### src/rtl/bcdclk_pkg.sv
package bcdclk_pkg;
  localparam int NUM_FIELDS = 7;
  localparam int IDX_W      = 3;
  localparam int BYTE_W     = 8;
  localparam int LEAP_MOD_W = 2;  // leap year when the low bits of the year are zero

  typedef enum logic [IDX_W-1:0] {
    F_SEC = 3'd0, F_MIN = 3'd1, F_HOUR = 3'd2, F_WDAY = 3'd3,
    F_DATE = 3'd4, F_MON = 3'd5, F_YEAR = 3'd6
  } fieldE;

  typedef struct packed {
    logic                  tickEn;
    logic [NUM_FIELDS-1:0] wrSel;
    logic [BYTE_W-1:0]     data;
  } strobeT;

  function automatic logic [6:0] bcd2bin(input logic [7:0] b);
    return 7'(b[7:4]) * 7'd10 + 7'(b[3:0]);
  endfunction

  function automatic logic [7:0] bin2bcd(input logic [6:0] v);
    logic [3:0] tens;
    tens = 4'd0;
    for (int k = 1; k < 10; k++)
      if (v >= 7'(k * 10)) tens = 4'(k);
    return {tens, 4'(v - 7'(tens) * 7'd10)};
  endfunction

  function automatic logic [4:0] monthLen(input logic [3:0] mon, input logic [6:0] year);
    case (mon)
      4'd2:                        return (year[LEAP_MOD_W-1:0] == '0) ? 5'd29 : 5'd28;
      4'd4, 4'd6, 4'd9, 4'd11:     return 5'd30;
      default:                     return 5'd31;
    endcase
  endfunction
endpackage

### src/rtl/bcdclk_ctrl.sv
module bcdclk_ctrl
  import bcdclk_pkg::*;
(
  input  logic              tick,
  input  logic              wrEn,
  input  logic [IDX_W-1:0]  wrIdx,
  input  logic [BYTE_W-1:0] wrData,
  output strobeT            strOut
);
  logic [NUM_FIELDS-1:0] sel;

  for (genvar g = 0; g < NUM_FIELDS; g++) begin : g_sel
    assign sel[g] = wrEn && (wrIdx == IDX_W'(g));
  end

  // a write to a real field wins over the tick; index 7 decodes to nothing
  assign strOut.wrSel  = sel;
  assign strOut.tickEn = tick && !(|sel);
  assign strOut.data   = wrData;
endmodule

### src/rtl/bcdclk_dp.sv
module bcdclk_dp
  import bcdclk_pkg::*;
(
  input  logic              clk,
  input  logic              rstN,
  input  strobeT            str,
  output logic [BYTE_W-1:0] secBcd,
  output logic [BYTE_W-1:0] minBcd,
  output logic [BYTE_W-1:0] hourBcd,
  output logic [BYTE_W-1:0] wdayBcd,
  output logic [BYTE_W-1:0] dateBcd,
  output logic [BYTE_W-1:0] monBcd,
  output logic [BYTE_W-1:0] yearBcd
);
  logic [5:0] secQ, minQ;
  logic [4:0] hourQ, dateQ;
  logic       mode12Q;
  logic [2:0] wdayQ;
  logic [3:0] monQ;
  logic [6:0] yearQ;

  logic secWrap, minWrap, hourWrap, dateWrap, monWrap;
  logic [5:0] h12Raw;
  logic [4:0] hourWr, hShow;

  assign secWrap  = (secQ == 6'd59);
  assign minWrap  = secWrap && (minQ == 6'd59);
  assign hourWrap = minWrap && (hourQ == 5'd23);
  assign dateWrap = hourWrap && (dateQ >= monthLen(monQ, yearQ));
  assign monWrap  = dateWrap && (monQ == 4'd12);

  always_comb begin
    h12Raw = 6'(bcd2bin({3'b000, str.data[4:0]})) + (str.data[5] ? 6'd12 : 6'd0);
    if (str.data[6]) begin
      if (h12Raw == 6'd12)      hourWr = 5'd0;
      else if (h12Raw == 6'd24) hourWr = 5'd12;
      else                      hourWr = 5'(h12Raw);
    end else begin
      hourWr = 5'(bcd2bin({2'b00, str.data[5:0]}));
    end
  end

  always_ff @(posedge clk) begin
    if (!rstN) begin
      secQ <= '0; minQ <= '0; hourQ <= '0; mode12Q <= 1'b0;
      wdayQ <= 3'd1; dateQ <= 5'd1; monQ <= 4'd1; yearQ <= '0;
    end else if (|str.wrSel) begin
      if (str.wrSel[F_SEC])  secQ  <= 6'(bcd2bin({1'b0, str.data[6:0]}));
      if (str.wrSel[F_MIN])  minQ  <= 6'(bcd2bin({1'b0, str.data[6:0]}));
      if (str.wrSel[F_HOUR]) begin
        hourQ   <= hourWr;
        mode12Q <= str.data[6];
      end
      if (str.wrSel[F_WDAY]) wdayQ <= str.data[2:0];
      if (str.wrSel[F_DATE]) dateQ <= 5'(bcd2bin({2'b00, str.data[5:0]}));
      if (str.wrSel[F_MON])  monQ  <= 4'(bcd2bin({3'b000, str.data[4:0]}));
      if (str.wrSel[F_YEAR]) yearQ <= bcd2bin(str.data);
    end else if (str.tickEn) begin
      secQ <= secWrap ? 6'd0 : secQ + 6'd1;
      if (secWrap) minQ <= minWrap ? 6'd0 : minQ + 6'd1;
      if (minWrap) hourQ <= hourWrap ? 5'd0 : hourQ + 5'd1;
      if (hourWrap) begin
        wdayQ <= (wdayQ == 3'd7) ? 3'd1 : wdayQ + 3'd1;
        dateQ <= dateWrap ? 5'd1 : dateQ + 5'd1;
      end
      if (dateWrap) monQ <= monWrap ? 4'd1 : monQ + 4'd1;
      if (monWrap) yearQ <= (yearQ == 7'd99) ? 7'd0 : yearQ + 7'd1;
    end
  end

  // register-format read encoding
  always_comb begin
    if (hourQ == 5'd0)       hShow = 5'd12;
    else if (hourQ > 5'd12)  hShow = hourQ - 5'd12;
    else                     hShow = hourQ;
  end

  assign hourBcd = mode12Q
                 ? (8'h40 | ((hourQ >= 5'd12) ? 8'h20 : 8'h00) | bin2bcd(7'(hShow)))
                 : bin2bcd(7'(hourQ));
  assign secBcd  = bin2bcd(7'(secQ));
  assign minBcd  = bin2bcd(7'(minQ));
  assign wdayBcd = {5'b00000, wdayQ};
  assign dateBcd = bin2bcd(7'(dateQ));
  assign monBcd  = bin2bcd(7'(monQ));
  assign yearBcd = bin2bcd(yearQ);

  p_sec_step_r2: assert property (@(posedge clk) disable iff (!rstN)
    (str.tickEn && secQ != 6'd59) |=> (secQ == 6'($past(secQ) + 6'd1)));
  p_sec_wrap_r2: assert property (@(posedge clk) disable iff (!rstN)
    (str.tickEn && secQ == 6'd59) |=> (secQ == 6'd0));
  p_wday_wrap_r3: assert property (@(posedge clk) disable iff (!rstN)
    (str.tickEn && secQ == 6'd59 && minQ == 6'd59 && hourQ == 5'd23 && wdayQ == 3'd7)
      |=> (wdayQ == 3'd1));
  p_mode_keep_r10: assert property (@(posedge clk) disable iff (!rstN)
    !str.wrSel[F_HOUR] |=> $stable(mode12Q));
  p_idle_hold_r11: assert property (@(posedge clk) disable iff (!rstN)
    (!str.tickEn && str.wrSel == '0)
      |=> ($stable(secQ) && $stable(hourQ) && $stable(dateQ) && $stable(yearQ)));
endmodule

### src/rtl/bcdclk_top.sv
module bcdclk_top
  import bcdclk_pkg::*;
(
  input  logic        clk,
  input  logic        rstN,
  input  logic        tick,
  input  logic        wrEn,
  input  logic [2:0]  wrIdx,
  input  logic [7:0]  wrData,
  output logic [7:0]  secOut,
  output logic [7:0]  minOut,
  output logic [7:0]  hourOut,
  output logic [7:0]  wdayOut,
  output logic [7:0]  dateOut,
  output logic [7:0]  monOut,
  output logic [7:0]  yearOut
);
  strobeT str;

  bcdclk_ctrl ctrl_i (
    .tick(tick), .wrEn(wrEn), .wrIdx(wrIdx), .wrData(wrData), .strOut(str)
  );

  bcdclk_dp dp_i (
    .clk(clk), .rstN(rstN), .str(str),
    .secBcd(secOut), .minBcd(minOut), .hourBcd(hourOut), .wdayBcd(wdayOut),
    .dateBcd(dateOut), .monBcd(monOut), .yearBcd(yearOut)
  );

  p_write_wins_r11: assert property (@(posedge clk) disable iff (!rstN)
    (wrEn && tick && wrIdx == 3'd3) |=> $stable(secOut));
endmodule

### config.mk
export PLATFORM = sky130hd
export DESIGN_NAME = bcdclk_top
export DESIGN_NICKNAME = d
export VERILOG_FILES = /design/src/rtl/bcdclk_pkg.sv /design/src/rtl/bcdclk_ctrl.sv /design/src/rtl/bcdclk_dp.sv /design/src/rtl/bcdclk_top.sv
export SDC_FILE = /design/constraint.sdc
export NUM_CORES = 1
export LEC_CHECK = 0
export ABC_AREA = 1
export ABC_CLOCK_PERIOD_IN_PS = 3450
export CORE_AREA = 10 10 79 132
export DETAILED_ROUTE_END_ITERATION = 12
export DIE_AREA = 0 0 89 142
export GPL_ROUTABILITY_DRIVEN = 0
export GPL_TIMING_DRIVEN = 0
export PLACE_DENSITY = 0.91
export RECOVER_POWER = 100
export SETUP_SLACK_MARGIN = 0.15
export SLEW_MARGIN = 5
export SYNTH_ARGS = -nofsm -noshare
export SYNTH_HDL_FRONTEND = slang
export SYNTH_HIERARCHICAL = 1
export SYNTH_SLANG_ARGS = --single-unit
export TNS_END_PERCENT = 30
### constraint.sdc
create_clock -name clk -period 3.45 [get_ports clk]
set_input_delay 0.69 -clock clk [delete_from_list [all_inputs] [get_ports clk]]
set_output_delay 0.69 -clock clk [all_outputs]
set_load 0.02 [all_outputs]
==> results.sh <==
export IMPL_slew_limit_headroom_pct=49.8
export IMPL_cts_buffer_depth=2
export IMPL_path_common_cell="buf_6"
export IMPL_cts_sinks=37
export IMPL_crit_cells=17
export IMPL_placed_area_sq_mm=0.00506
export IMPL_cp_slowest_stage_delay_ps=380
export IMPL_initial_core_util_pct=53.8
export IMPL_synth_top_family_by_area="simple AND/OR/NAND/NOR gates"
export IMPL_drive_gt1_share_pct=26.7
export IMPL_layout_common_cells="nand2_1 (112), inv_1 (92), buf_4 (74), a21oi_1 (59), nor2_1 (51)"
export IMPL_die_area_sq_mm=0.0126
export IMPL_drt_met1_wl_mm=4.91
export IMPL_post_drt_via_cell_ratio=5.77
export IMPL_worstPathBufferInverterCount=6
export IMPL_met2_length_mm=8.05
export IMPL_drc_errors=0
export IMPL_finalSetupViolCount=2
export IMPL_cts_tree="built"
export IMPL_synth_distinct_cells=43
export IMPL_hold_path_class="register to register"
export IMPL_chipHeight_um=142
export IMPL_clk_latency_ps=290
export IMPL_ant_nets=0
export IMPL_synthAdderAreaFrac_pct=16.9
export IMPL_hold_violations=0
export IMPL_n_antenna_cell=0
export IMPL_dp_cells=835
export IMPL_vias=5132
export IMPL_top_layer_used="met4"
export IMPL_grt_max_degree=13
export IMPL_die_w_um=89
export IMPL_violations="setup timing"
export IMPL_yosysSeqAreaShare_pct=16.8
export IMPL_cp_max_fo=5
export IMPL_drv_cap=0
export IMPL_min_period_ps=3570
export IMPL_dr_pass1_iters=6
export IMPL_cp_arrival_ps=2880
export IMPL_utilization_pct=73.3
export IMPL_slew_viol_final=0
export IMPL_synthSimpleGateAreaFrac_pct=26.2
export IMPL_postSynthAreaPerCell_sq_um=6.47
export IMPL_drtIter0Drc=414
export IMPL_min_path_cells=2
export IMPL_final_common_cell="nand2_1"
export IMPL_final_cell_count_no_fill=890
export IMPL_io_buffer_count=49
export IMPL_r2r_cells=13
export IMPL_async_flop_share_pct=0
export IMPL_tightest_slew_ps=750
export IMPL_path_cells="ha_4 -> inv_4 -> nor2_4 -> buf_6 -> buf_6 -> nor4_4 -> nand2_2 -> nand2_4 -> ha_4 -> inv_2 -> fa_2 -> xor2_2 -> inv_1 -> nand2_1 -> nand3_1 -> nand2_1 -> buf_6"
export IMPL_outcome="complete, but fails checks"
export IMPL_pin_count=71
export IMPL_ys_seq_elements=37
export IMPL_end_kind="output port"
export IMPL_wirelength_mm=15.2
export IMPL_synth_edff_count=0
export IMPL_routedWlPerCell_um=17.1
export IMPL_clk_pin_slew_ps=60
export IMPL_antenna_found_initial=0
export IMPL_fmax_mhz=280
export IMPL_h_tree_depth=2
export IMPL_numCtsBuffers=5
export IMPL_layout_setup_ws_ps=-124
export IMPL_fin_crit_sh_pct=104
export IMPL_grt_util_all_layers_pct=22.5
export IMPL_synth_main_ff_cell="dfxtp_1"
export IMPL_dp_hpwl_mm=9.88
export IMPL_finClkSkew_ps=5.92
export IMPL_wl_met3_mm=1.07
export IMPL_fin_area_sq_mm=0.00601
export IMPL_grt_ovfl_total=0
export IMPL_crit_type="register to output port"
export IMPL_yosys_mux_area_fraction_pct=0.227
export IMPL_p_leak_nw=3.01
export IMPL_yosys_warnings=6
export IMPL_start_kind="register"
export IMPL_fp_coreArea_sq_mm=0.00820
export IMPL_grt_pass1_wl_mm=23.0
export IMPL_crit_family="simple AND/OR/NAND/NOR gates"
export IMPL_area_growth_syn_to_layout_pct=36.3
export IMPL_grt_pass1_vias=5153
export IMPL_fp_row_count=44
export IMPL_syn_area_sq_mm=0.00441
export IMPL_rsz0062_at_grt="yes"
export IMPL_synth_xor_area_share_pct=5.96
export IMPL_fin_nets=866
export IMPL_synth_compound_area_share_pct=17.9
export IMPL_power_density_mw_per_mm2=301
export IMPL_ir_drop_mv=0.247
export IMPL_root_buffer="clkbuf_16"
export IMPL_required_ps=2760
export IMPL_syn_inst=682
export IMPL_cp_slowest_cell="dfxtp_4"
-- flip-flops by register name, summed over array words and instances, names as in the netlist --
register      flops
dp_i/minQ         6
dp_i/dateQ        5
dp_i/yearQ        7
dp_i/hourQ        5
dp_i/wdayQ        3
dp_i/secQ         6
dp_i/mode12Q      1
dp_i/monQ         4
-- routing by layer --
layer	vias to the layer above	track usage, %
met3	116	4.76
li1	2386	-
met1	2328	20.1
met2	302	40.7
met5	-	0
met4	0	18.9
-- area by class of cell --
class,instances,area (sq um)
timing repair buffer,96,842
tap,92,115
fill,566,2190
inverter,118,468
sequential,37,797
buffer,39,277
multi-input combinational,500,3340
clock inverter,2,37.5
clock buffer,6,139
-- worst register-to-register path: stages (launching register included) --
cell and delay [ps]:
dfxtp_1 360, inv_1 130, ha_1 180, inv_1 80, nor4_1 290, a21oi_1 80
ha_1 280, o21ai_0 80, a21oi_1 250, nand4_1 160, nand2_2 200, nand2_4 120
o21ai_0 180, nor2_1 60
-- synthesized netlist by cell type (9+ instances only) --
master,number,area share [%]
fa_1,9,4.1
o21ai_0,51,5.8
ha_1,45,13
dfxtp_1,37,17
a21oi_1,61,6.9
buf_4,28,4.8
nor2_1,55,4.7
xnor2_1,12,2.4
xor2_1,18,3.6
a31oi_1,9,1.3
o21ai_1,10,1.1
inv_1,109,9.3
nand3_1,38,4.3
nand2_1,127,11
-- power by group --
group	internal (mW)	switching (mW)	leakage, nW
Sequential	0.446	0.0360	0.313
Combinational	0.308	0.464	2.61
Clock	0.361	0.196	0.0831
-- what timing repair did --
item                       in CTS  in global routing
gates resized for setup       120                 82
hold buffers                    0                  0
hold endpoints to repair        0                  0
setup endpoints to repair      14                 14
setup buffers                  26                 21
pin swaps                      21                 38
-- through the flow --
step | hold WS (ps) | worst slack, ps | total power [mW] | TNS (ps)
4_1_cts | 522 | 0.963 | 1.74 | 0
3_3_place_gp | 510 | -429 | 1.13 | -1240
6_report | 523 | -124 | 1.81 | -127
3_5_place_dp | 514 | -612 | 1.15 | -1980
5_1_grt | 533 | -258 | 1.91 | -890
2_1_floorplan | 489 | 165 | 0.938 | 0
-- cells by family after synthesis --
| group | count (synthesis) |
|---|---|
| flip-flops | 37 |
| AND/OR/NAND/NOR | 255 |
| AO/OA/AOI/OAI | 147 |
| XOR/XNOR | 30 |
| multiplexers | 1 |
| adder cells (fa/ha/maj) | 54 |
| buffers and inverters | 157 |
| other | 1 |
-- worst paths after layout --
kind,from,endpoint,slack (ps)
hold reg to reg,dp_i/yearQ[4],dp_i/yearQ[4],520
setup reg to reg,dp_i/monQ[0],dp_i/yearQ[6],880
hold / removal,dp_i/yearQ[4],dp_i/yearQ[4],520
setup / recovery,dp_i/hourQ[3],hourOut[3],-120
Note: power is estimated with default switching activity, not from simulation.
